[src/rtl/card_init_pkg.sv]
package card_init_pkg;

    localparam int IDX_W = 6;
    localparam int WORD_W = 32;

    localparam logic [IDX_W-1:0] IX_RESET  = 6'd0;
    localparam logic [IDX_W-1:0] IX_PROBE  = 6'd8;
    localparam logic [IDX_W-1:0] IX_APP    = 6'd55;
    localparam logic [IDX_W-1:0] IX_OPCOND = 6'd41;

    localparam logic [WORD_W-1:0] PROBE_ARG   = 32'h0000_01AA;
    localparam logic [11:0]       PROBE_ECHO  = 12'h1AA;
    localparam logic [WORD_W-1:0] OPC_ARG_HC  = 32'h40FF_8000;
    localparam logic [WORD_W-1:0] OPC_ARG_STD = 32'h0080_0000;

    typedef enum logic [2:0] {
        ST_IDLE,
        ST_RESET,
        ST_PROBE,
        ST_APP,
        ST_OPCOND,
        ST_GAP,
        ST_DONE,
        ST_FAIL
    } seq_state_e;

    typedef struct packed {
        logic fail;
        logic echo_ok;
        logic ready;
    } verdict_t;

    typedef struct packed {
        seq_state_e        state;
        logic              hc;
        logic              hc_conf;
        logic [WORD_W-1:0] ocr;
    } seq_regs_t;

endpackage

[src/rtl/card_resp_eval.sv]
module card_resp_eval
    import card_init_pkg::*;
(
    input  seq_state_e state,
    input  logic       st_sent,
    input  logic       st_rsp_end,
    input  logic       st_crc_bad,
    input  logic       st_timeout,
    input  logic [11:0] echo_bits,
    input  logic       bit_app,
    input  logic       bit_ready,
    output verdict_t   verdict
);

    logic got_rsp;

    always_comb begin
        // a bad CRC still counts as a received word; a timeout never does
        got_rsp = (st_rsp_end | st_crc_bad) & ~st_timeout;
        verdict = '0;
        case (state)
            ST_RESET:  verdict.fail    = ~st_sent;
            ST_PROBE:  verdict.echo_ok = got_rsp & (echo_bits == PROBE_ECHO);
            ST_APP:    verdict.fail    = ~(got_rsp & bit_app);
            ST_OPCOND: begin
                verdict.fail  = ~got_rsp;
                verdict.ready = got_rsp & bit_ready;
            end
            default:   verdict = '0;
        endcase
    end

endmodule

[src/rtl/card_gap_timer.sv]
module card_gap_timer #(
    parameter int GAP_W   = 16,
    parameter int MIN_GAP = 1000
) (
    input  logic             clk,
    input  logic             rst_n,
    input  logic             load,
    input  logic [GAP_W-1:0] gap_len,
    output logic             expired
);

    localparam logic [GAP_W-1:0] MIN_LEN = GAP_W'(MIN_GAP);

    logic [GAP_W-1:0] len_eff;
    logic [GAP_W-1:0] cnt_d, cnt_q;

    always_comb begin
        len_eff = (gap_len < MIN_LEN) ? MIN_LEN : gap_len;
        cnt_d   = cnt_q;
        if (load) begin
            cnt_d = len_eff - 1'b1;
        end else if (cnt_q != '0) begin
            cnt_d = cnt_q - 1'b1;
        end
        expired = (cnt_q == '0);
    end

    always_ff @(posedge clk or negedge rst_n) begin
        if (!rst_n) begin
            cnt_q <= '0;
        end else begin
            cnt_q <= cnt_d;
        end
    end

    // once loaded the wait drains one cycle at a time
    assert_gap_step_R9: assert property (@(posedge clk) disable iff (!rst_n)
        (!load && cnt_q != '0) |=> (cnt_q == $past(cnt_q) - 1'b1));

endmodule

[src/rtl/card_try_counter.sv]
module card_try_counter #(
    parameter int MAX_TRIES = 1024
) (
    input  logic clk,
    input  logic rst_n,
    input  logic clr,
    input  logic inc,
    output logic exhausted
);

    localparam int TRY_W = $clog2(MAX_TRIES + 1);
    localparam logic [TRY_W-1:0] LAST = TRY_W'(MAX_TRIES - 1);

    logic [TRY_W-1:0] cnt_d, cnt_q;

    always_comb begin
        exhausted = inc && (cnt_q == LAST);
        cnt_d     = cnt_q;
        if (clr) begin
            cnt_d = '0;
        end else if (inc && !exhausted) begin
            cnt_d = cnt_q + 1'b1;
        end
    end

    always_ff @(posedge clk or negedge rst_n) begin
        if (!rst_n) begin
            cnt_q <= '0;
        end else begin
            cnt_q <= cnt_d;
        end
    end

    // the pass count never runs past its limit
    assert_try_bound_R10: assert property (@(posedge clk) disable iff (!rst_n)
        cnt_q < TRY_W'(MAX_TRIES));

endmodule

[src/rtl/card_init_seq.sv]
module card_init_seq
    import card_init_pkg::*;
#(
    parameter int GAP_W     = 16,
    parameter int MIN_GAP   = 1000,
    parameter int MAX_TRIES = 1024
) (
    input  logic             clk,
    input  logic             rst_n,
    input  logic             start,
    input  logic [GAP_W-1:0] gap_len,
    output logic             cmd_valid,
    output logic [5:0]       cmd_idx,
    output logic [31:0]      cmd_arg,
    output logic             cmd_rsp_exp,
    input  logic             cmd_done,
    input  logic             st_sent,
    input  logic             st_rsp_end,
    input  logic             st_crc_bad,
    input  logic             st_timeout,
    input  logic [31:0]      rsp_word,
    output logic             done,
    output logic             err,
    output logic             high_cap,
    output logic             high_cap_conf,
    output logic [31:0]      ocr_word
);

    seq_regs_t r_d, r_q;
    verdict_t  verdict;
    logic      gap_load, gap_expired;
    logic      try_clr, try_inc, try_exhausted;

    card_resp_eval u_eval (
        .state      (r_q.state),
        .st_sent    (st_sent),
        .st_rsp_end (st_rsp_end),
        .st_crc_bad (st_crc_bad),
        .st_timeout (st_timeout),
        .echo_bits  (rsp_word[11:0]),
        .bit_app    (rsp_word[5]),
        .bit_ready  (rsp_word[31]),
        .verdict    (verdict)
    );

    card_gap_timer #(.GAP_W(GAP_W), .MIN_GAP(MIN_GAP)) u_gap (
        .clk     (clk),
        .rst_n   (rst_n),
        .load    (gap_load),
        .gap_len (gap_len),
        .expired (gap_expired)
    );

    card_try_counter #(.MAX_TRIES(MAX_TRIES)) u_tries (
        .clk       (clk),
        .rst_n     (rst_n),
        .clr       (try_clr),
        .inc       (try_inc),
        .exhausted (try_exhausted)
    );

    always_comb begin
        r_d      = r_q;
        gap_load = 1'b0;
        try_clr  = 1'b0;
        try_inc  = 1'b0;
        case (r_q.state)
            ST_IDLE, ST_DONE, ST_FAIL: begin
                if (start) begin
                    r_d.state   = ST_RESET;
                    r_d.hc      = 1'b0;
                    r_d.hc_conf = 1'b0;
                    r_d.ocr     = '0;
                    try_clr     = 1'b1;
                end
            end
            ST_RESET: begin
                if (cmd_done) begin
                    r_d.state = verdict.fail ? ST_FAIL : ST_PROBE;
                end
            end
            ST_PROBE: begin
                if (cmd_done) begin
                    r_d.hc    = verdict.echo_ok;
                    r_d.state = ST_APP;
                end
            end
            ST_APP: begin
                if (cmd_done) begin
                    r_d.state = verdict.fail ? ST_FAIL : ST_OPCOND;
                end
            end
            ST_OPCOND: begin
                if (cmd_done) begin
                    if (verdict.fail) begin
                        r_d.state = ST_FAIL;
                    end else if (verdict.ready) begin
                        r_d.state   = ST_DONE;
                        r_d.ocr     = rsp_word;
                        r_d.hc_conf = rsp_word[30];
                    end else begin
                        try_inc = 1'b1;
                        if (try_exhausted) begin
                            r_d.state = ST_FAIL;
                        end else begin
                            r_d.state = ST_GAP;
                            gap_load  = 1'b1;
                        end
                    end
                end
            end
            ST_GAP: begin
                if (gap_expired) begin
                    r_d.state = ST_APP;
                end
            end
            default: r_d.state = ST_IDLE;
        endcase
    end

    always_ff @(posedge clk or negedge rst_n) begin
        if (!rst_n) begin
            r_q <= '{state: ST_IDLE, hc: 1'b0, hc_conf: 1'b0, ocr: '0};
        end else begin
            r_q <= r_d;
        end
    end

    always_comb begin
        cmd_valid   = 1'b0;
        cmd_idx     = '0;
        cmd_arg     = '0;
        cmd_rsp_exp = 1'b0;
        case (r_q.state)
            ST_RESET: begin
                cmd_valid = 1'b1;
                cmd_idx   = IX_RESET;
            end
            ST_PROBE: begin
                cmd_valid   = 1'b1;
                cmd_idx     = IX_PROBE;
                cmd_arg     = PROBE_ARG;
                cmd_rsp_exp = 1'b1;
            end
            ST_APP: begin
                cmd_valid   = 1'b1;
                cmd_idx     = IX_APP;
                cmd_rsp_exp = 1'b1;
            end
            ST_OPCOND: begin
                cmd_valid   = 1'b1;
                cmd_idx     = IX_OPCOND;
                cmd_arg     = r_q.hc ? OPC_ARG_HC : OPC_ARG_STD;
                cmd_rsp_exp = 1'b1;
            end
            default: cmd_valid = 1'b0;
        endcase
    end

    assign done          = (r_q.state == ST_DONE);
    assign err           = (r_q.state == ST_FAIL);
    assign high_cap      = r_q.hc;
    assign high_cap_conf = r_q.hc_conf;
    assign ocr_word      = r_q.ocr;

    // a pending request keeps its fields until completed
    assert_req_hold_R2: assert property (@(posedge clk) disable iff (!rst_n)
        (cmd_valid && !cmd_done) |=>
            (cmd_valid && $stable(cmd_idx) && $stable(cmd_arg) && $stable(cmd_rsp_exp)));

    // a finished result holds while no start arrives
    assert_result_hold_R11: assert property (@(posedge clk) disable iff (!rst_n)
        ((done || err) && !start) |=>
            ($stable(done) && $stable(err) && $stable(ocr_word) &&
             $stable(high_cap) && $stable(high_cap_conf)));

    // a ready result always carries the power-up bit in its word
    assert_ready_word_R8: assert property (@(posedge clk) disable iff (!rst_n)
        done |-> ocr_word[31]);

    // a start during a run leaves the request untouched
    assert_busy_start_R1: assert property (@(posedge clk) disable iff (!rst_n)
        (cmd_valid && !cmd_done && start) |=> (cmd_valid && $stable(cmd_idx)));

endmodule

[config.mk]
export PLATFORM = sky130hd
export DESIGN_NAME = card_init_seq
export DESIGN_NICKNAME = d
export VERILOG_FILES = /design/src/rtl/card_init_pkg.sv /design/src/rtl/card_resp_eval.sv /design/src/rtl/card_gap_timer.sv /design/src/rtl/card_try_counter.sv /design/src/rtl/card_init_seq.sv
export SDC_FILE = /design/constraint.sdc
export NUM_CORES = 1
export LEC_CHECK = 0
export BUFFER_PORTS_ARGS = -buffer_cell sky130_fd_sc_hd__buf_2
export CAP_MARGIN = 10
export CORE_UTILIZATION = 51
export DETAILED_ROUTE_END_ITERATION = 8
export PLACE_DENSITY_LB_ADDON = 0.15
export SLEW_MARGIN = 5
export SYNTH_ARGS = -nofsm -noshare
export SYNTH_HDL_FRONTEND = slang
export SYNTH_SLANG_ARGS = --single-unit
[constraint.sdc]
create_clock -name clk -period 4.9 [get_ports clk]
set_input_delay 0.49 -clock clk [delete_from_list [all_inputs] [get_ports clk]]
set_output_delay 0.49 -clock clk [all_outputs]
set_load 0.05 [all_outputs]
== After elaboration in Yosys (flattened, before gate mapping) ==
Cells that the tools add are included.

* Register bits after elaboration: 64
* Output and inout bits: 76
* Logic and storage cells: 92

* Add/sub/neg operators: 3
* $lt $le $gt $ge: 1
* Equal/unequal tests: 17
* Mux-type cells: 40
* Bitwise operators: 9
* Reduce and logical (&&, ||, !) cells: 16

{| class="wikitable"
|+ Operators with widths
! kind !! count
|-
| $mux 33 || 3
|-
| $pmux 33 s2 || 1
|-
| $pmux 31 s2 || 1
|-
| $mux 16 || 3
|-
| $mux 37 || 1
|-
| $sub 16x1->16 const B || 2
|-
| $mux 31 || 1
|-
| $mux 11 || 2
|-
| $pmux 3 s6 || 1
|-
| $pmux 6 s3 || 1
|-
| $logic_not 16->1 || 1
|-
| $lt 16x10->1 const B || 1
|-
| $reduce_bool 16->1 || 1
|-
| $mux 3 || 5
|-
| $mux 1 || 14
|-
| $ne 2x2->1 const B || 7
|-
| $eq 12x9->1 const B || 1
|-
| $eq 3x3->1 const B || 4
|-
| $add 11x1->11 const B || 1
|-
| $eq 11x10->1 const B || 1
|-
| $mux 2 || 4
|-
| $reduce_bool 2->1 || 4
|-
| $eq 3x2->1 const B || 2
|-
| $reduce_and 6->1 || 1
|-
| 15 further kinds || 23
|}

== Depth between registers and ports, before layout ==
* Word-level depth: 15
* Mapped depth: 13
* Depth with buffers taken out: 12

== Modules after synthesis ==
From an unflattened synthesis, not the netlist that was laid out.

* Cell total of the unflattened synthesis: 491
* Area, all modules: 4488.1 um2

{| class="wikitable"
|+ Modules (own cells, without submodules)
! module !! times used !! cells each !! area an instance (um2) !! sequential area each (um2)
|-
| card_init_seq || 1 || 260 || 2332.2 || 900.9
|-
| card_gap_timer || 1 || 143 || 1317.5 || 400.4
|-
| card_try_counter || 1 || 73 || 738.2 || 275.3
|-
| card_resp_eval || 1 || 15 || 100.1 || 0.0
|}

== Least setup slack after synthesis ==
No wires, ideal clock.

* Path type: input -> register
* Start: input gap_len[15]
* End: register u_gap.cnt_q[8]
* Setup time: 0.124 ns
* Arrival: 3.366 ns
* Data required time: 4.776 ns
* Setup slack: 1.410 ns
* Cell stages on the path: 10
* Path buffers: 0
* Cell sequence: or4_1 > nor3_1 > nand2b_1 > and3_1 > a21oi_1 > ha_1 > or4b_2 > nor4_1 > xor2_1 > o31a_1

* Word-level cells in the longest chain between the ends: 4

{| class="wikitable"
|+ RTL lines
! what !! RTL line !! text
|-
| from (decl) || card_init_seq.sv:11 || <nowiki>input logic [GAP_W-1:0] gap_len,</nowiki>
|-
| $lt 16x10->1 || card_gap_timer.sv:18 || <nowiki>len_eff = (gap_len < MIN_LEN) ? MIN_LEN : gap_len;</nowiki>
|-
| $mux 16 || card_gap_timer.sv:18 ||
|-
| $sub 16x1->16 || card_gap_timer.sv:21 || <nowiki>cnt_d = len_eff - 1'b1;</nowiki>
|-
| $mux 16 || card_gap_timer.sv:20 || <nowiki>if (load) begin</nowiki>
|-
| to (signal assigned) || card_gap_timer.sv:32 || <nowiki>cnt_q <= cnt_d;</nowiki>
|-
| to (decl) || card_gap_timer.sv:15 || <nowiki>logic [GAP_W-1:0] cnt_d, cnt_q;</nowiki>
|}

No other way between the ends.
A chain may end at the register's enable or synchronous reset.

== Final worst setup path ==
* Start: register r_q[36] (netlist name)
* End: register u_gap.cnt_q[14]

* Word-level cells in the longest chain between the ends: 13

{| class="wikitable"
|+ RTL lines
! what !! RTL line !! text
|-
| from (decl) || card_init_seq.sv:29 || <nowiki>seq_regs_t r_d, r_q;</nowiki>
|-
| from (signal assigned) || card_init_seq.sv:123 || <nowiki>r_q <= '{state: ST_IDLE, hc: 1'b0, hc_conf: 1'b0, ocr: '0};</nowiki>
|-
| from (signal assigned) || card_init_seq.sv:125 || <nowiki>r_q <= r_d;</nowiki>
|-
| $eq 3x3->1 || card_resp_eval.sv:21, card_init_seq.sv:67 ||
|-
| $mux 1 || card_resp_eval.sv:21 || <nowiki>case (state)</nowiki>
|-
| $mux 1 || card_init_seq.sv:97 || <nowiki>end else if (verdict.ready) begin</nowiki>
|-
| $mux 1 || card_init_seq.sv:95 || <nowiki>if (verdict.fail) begin</nowiki>
|-
| $mux 1 || card_init_seq.sv:94 || <nowiki>if (cmd_done) begin</nowiki>
|-
| $mux 1 || card_init_seq.sv:67 || <nowiki>case (r_q.state)</nowiki>
|-
| $logic_and 1x1->1 || card_try_counter.sv:17 || <nowiki>exhausted = inc && (cnt_q == LAST);</nowiki>
|-
| $mux 1 || card_init_seq.sv:103 || <nowiki>if (try_exhausted) begin</nowiki>
|-
| $mux 1 || card_init_seq.sv:97 ||
|-
| $mux 1 || card_init_seq.sv:95 ||
|-
| $mux 1 || card_init_seq.sv:94 ||
|-
| $mux 1 (*) || card_init_seq.sv:67 ||
|-
| $mux 16 or $reduce_bool 2->1 (tied branches) || -- ||
|}

Mark *: on every way between the ends. The rest lies on a longest branch, timed or not.

==> impl_summary.txt <==
----------------------------------------------------
[Status]
  Run status ... completed

[Global route]
  Pin count of the biggest net entering global routing ... 64
  First-pass GRT wire length ... ~13000 um
  Via count of the first global-routing pass ... approximately 2800
  Overall fraction of global-route tracks in use ... 20.97%
  Antenna violations before repair ... 0
  Final global-route overflow total ... 0

[Synthesis]
  EDFF count, synth ... 0
  Total standard cell area after synthesis ... 3792 um2
  Library cells used by synthesis ... a little over 50
  Seq/Total Area, Yosys ... around two fifths
  Post-Syn Instances ... about 410
  Share of flip-flops with an asynchronous set or reset after synthesis ... between 90% and 100%
  Synth Flop Type ... sky130_fd_sc_hd__dfrtp_1
  Yosys Warn Count ... 0
  Mean area per synthesized cell ... between 9 and 10 um2
  Number of storage elements in the synthesis netlist ... 63

[Critical path]
  Startpoint of the lowest-slack register-to-register path ... r_q[36]
  Worst-path cell with the longest stage delay ... sky130_fd_sc_hd__dfrtp_1
  Slack of the worst reg-to-reg path ... 0.95 ns
  Kind of launch point of the worst setup path ... register
  Critical path, cell by cell ... nand2_1 -> or4_4 -> or2_1 -> a21oi_1 -> ha_1 -> nor4b_1 -> nand2_1 -> o41ai_1 -> o311a_1 -> a21oi_1
  Required arrival time at the worst endpoint ... around 5 ns
  Arrival time reported for the critical path endpoint ... around 4.1 ns
  CP Capture Type ... register
  Worst R2R Path Depth ... 10
  Top fanout value on the critical path ... 21
  Peak per-stage delay on the critical path ... around 0.7 ns
  Endpoint of the lowest-slack register-to-register path ... u_gap.cnt_q[14]
  Critical path class ... register to register

[Placement]
  Placed cell areas ... 4028 um2
  Setup slack at placement ... about 1.0 ns
  Detailed placer's ending HPWL ... 5919 um
  Count of input and output buffers ... between 100 and 150
  RePlAce Congestion ... 0.8320

[Route]
  Ratio of routed vias to standard cells ... ~5.4
  Total number of vias ... approximately 3100
  Number of iterations in the first detailed-routing pass ... 5
  Post-detailed-route DRC marker count ... 0
  1st-iter DRT viols ... approximately 210
  Post-Route WL ... about 8200 um
  Per-cell routed wire length ... about 14 um
  Remaining number of nets flagged by the antenna check after routing ... 0

[Pwr]
  Leakage power figure ... 0.002067 uW
  IR drop worst, VDD ... about 0.00016 V
  Power density of the placed cells ... roughly 460 nW/um2

[Min path]
  Worst min-delay path category ... input pin to async pin

[STA]
  Final hold violation count ... 0
  Worst Slack Setup Final ... between 0.9 and 1 ns
  Endpoints failing setup ... 0
  Setup repair after global routing missed its margin ... false
  Final period util ... roughly 81%
  Relative max-transition margin ... about 47%
  Worst-margin pin slew ... 0.7904 ns
  Maximum operating frequency ... around 250 MHz
  Number of max-slew violations in the final report ... 0
  Time the final worst path needs with I/O delays and setup ... between 3 and 4 ns
  Setup TNS ... 0 ns
  Post-route clock skew ... around 0.0091 ns

[Finish]
  ANT cells ... 0
  Fraction of the core area covered by cells at the end of the flow ... a little under 60%
  Filler cell count ... just under 700
  Number of nets in the finished design ... ~530
  Most used cells in the layout excluding fill and tap cells ... sky130_fd_sc_hd__buf_2, sky130_fd_sc_hd__dfrtp_1, sky130_fd_sc_hd__a22o_1, sky130_fd_sc_hd__nor2_1, sky130_fd_sc_hd__nand2_1
  Leading cell type in the layout, fill and taps excluded ... sky130_fd_sc_hd__buf_2
  Total non-filler cell area in the finished layout ... 4192 um2
  Multi-input logic area ... roughly 1700 um2
  Flip-flop and latch area ... 1577 um2
  Area growth syn-to-layout ... 10.52%
  Fraction of layout instances using a drive strength above 1 ... a little under 30%

[Run]
  Max-capacitance violation count ... 0

[Clock tree]
  Number of buffers created by CTS ... 9
  CTS H-tree lvls ... 3
  Maximum clock insertion buffer count ... 2
  Clock latency on the worst-skew pair ... 0.33 ns
  CTS tree ... built
  Hold_buf cts ... 0
  CTS root buf ... sky130_fd_sc_hd__clkbuf_8
  Count of clock tree sinks ... 63
  Clock edge transition at the registers on the reported setup and hold paths ... approximately 0.07 ns
  Post-CTS setup buffers ... 0
  Number of gates resized after CTS ... 0

[Floorplan]
  Initial cell density of the core ... a little over half
  Core area ... 7214 um2
  Die area ... 7785 um2
  Floorplan die width ... around 88 um
  Top-Level Pins ... between 100 and 150
  Height of the die ... just under 90 um
  Row cnt ... 31

----------------------------------------------------
==> flip-flops by register name, summed over array words and instances (netlist names) <==
signal and cells:
high_cap 1, u_gap.cnt_q 16, r_q 3, u_tries.cnt_q 11, ocr_word 32
==> worst max-delay path by stage <==
stage / startpoint / endpoint / slack [ns] / cells past startpoint
2_1_floorplan: gap_len[15] / u_gap.cnt_q[8] / 1.41 / 10
3_3_place_gp: r_q[35] / u_gap.cnt_q[14] / 1.19 / 10
3_5_place_dp: r_q[36] / u_gap.cnt_q[14] / 1.0 / 10
4_1_cts: r_q[36] / u_gap.cnt_q[14] / 0.98 / 10
5_1_grt: u_tries.cnt_q[0] / u_gap.cnt_q[14] / 0.59 / 12
6_report: r_q[36] / u_gap.cnt_q[14] / 0.95 / 10
==> kinds of logic after synthesis <==
group	count (synthesis)	synth area share (%)
compound gates	92	17.59
xor+xnor	25	5.774
other cells	1	0.09888
simple gates	136	18.74
buf+inv	88	15.57
flops	63	41.57
fa+ha+maj	2	0.6597
==> cells in the mapped netlist, types with 2 or more instances <==
| library cell | n | share of area (%) |
|---|---|---|
| sky130_fd_sc_hd__nand3_1 | 15 | 2.0 |
| sky130_fd_sc_hd__ha_1 | 2 | 0.66 |
| sky130_fd_sc_hd__xnor2_1 | 19 | 4.4 |
| sky130_fd_sc_hd__nor3_1 | 11 | 1.5 |
| sky130_fd_sc_hd__a31oi_1 | 2 | 0.33 |
| sky130_fd_sc_hd__o31a_1 | 3 | 0.69 |
| sky130_fd_sc_hd__nor4b_1 | 4 | 0.92 |
| sky130_fd_sc_hd__o21ai_0 | 20 | 2.6 |
| sky130_fd_sc_hd__o22ai_1 | 3 | 0.49 |
| sky130_fd_sc_hd__nor2b_1 | 5 | 0.82 |
| sky130_fd_sc_hd__and2_1 | 2 | 0.33 |
| sky130_fd_sc_hd__dfrtp_1 | 63 | 42 |
| sky130_fd_sc_hd__a21oi_1 | 11 | 1.5 |
| sky130_fd_sc_hd__o31ai_1 | 3 | 0.59 |
| sky130_fd_sc_hd__nand4_1 | 4 | 0.66 |
| sky130_fd_sc_hd__buf_6 | 2 | 0.59 |
| sky130_fd_sc_hd__and3_1 | 4 | 0.66 |
| sky130_fd_sc_hd__nor4_1 | 13 | 2.1 |
| sky130_fd_sc_hd__a22oi_1 | 3 | 0.59 |
| sky130_fd_sc_hd__buf_2 | 4 | 0.53 |
| sky130_fd_sc_hd__o41ai_1 | 2 | 0.46 |
| sky130_fd_sc_hd__or3_1 | 6 | 0.99 |
| sky130_fd_sc_hd__nor2_1 | 29 | 2.9 |
| sky130_fd_sc_hd__a22o_1 | 32 | 7.4 |
| sky130_fd_sc_hd__nand2_1 | 28 | 2.8 |
| sky130_fd_sc_hd__clkbuf_1 | 11 | 1.1 |
| sky130_fd_sc_hd__or4_1 | 3 | 0.59 |
| sky130_fd_sc_hd__inv_1 | 6 | 0.59 |
| sky130_fd_sc_hd__xor2_1 | 6 | 1.4 |
| sky130_fd_sc_hd__or2_1 | 3 | 0.49 |
| sky130_fd_sc_hd__buf_4 | 64 | 13 |
| sky130_fd_sc_hd__o21a_1 | 2 | 0.40 |
| sky130_fd_sc_hd__o211ai_1 | 2 | 0.40 |
| sky130_fd_sc_hd__nand2b_1 | 3 | 0.49 |
==> per-layer routing <==
metal  wire length (um)  global-route usage (%)
met5                  0                       0
met4                168                   9.384
met3                404                   3.638
met2               3902                   34.76
met1               3730                   26.96
==> where the power goes <==
part           switching [uW]  leakage, uW  internal (uW)
Sequential                109     0.000833            604
Clock                     176    0.0000854            205
Combinational             579      0.00115            236
Total                     864      0.00207           1050
==> layout make-up <==
| cell class | instances | share of cell area [%] |
|---|---|---|
| clock buffers | 13 | 3.791 |
| clock inverters | 1 | 0.1194 |
| inverters | 6 | 0.5373 |
| multi-input cells | 272 | 40.48 |
| flip-flops and latches | 63 | 37.61 |
| well taps | 99 | 2.955 |
| repair buffers | 119 | 14.51 |
==> critical path, delay by kind of cell (launching register included) <==
| kind | cells | cell delay [ns] |
|---|---|---|
| fa+ha+maj | 1 | 0.27 |
| flops | 1 | 0.70 |
| compound gates | 4 | 0.78 |
| simple gates | 5 | 2.04 |
==> stage by stage <==
stage | total power (uW) | cells | hold WS [ns]
global route | 2025 | 573 | 0.3657
global placement | 1520 | 559 | 0.4559
finish | 1909 | 573 | 0.3166
CTS | 1922 | 573 | 0.3503
floorplan | 1405 | 423 | 0.1944
detailed placement | 1533 | 559 | 0.4649
Power figures use the tool's default switching activity.
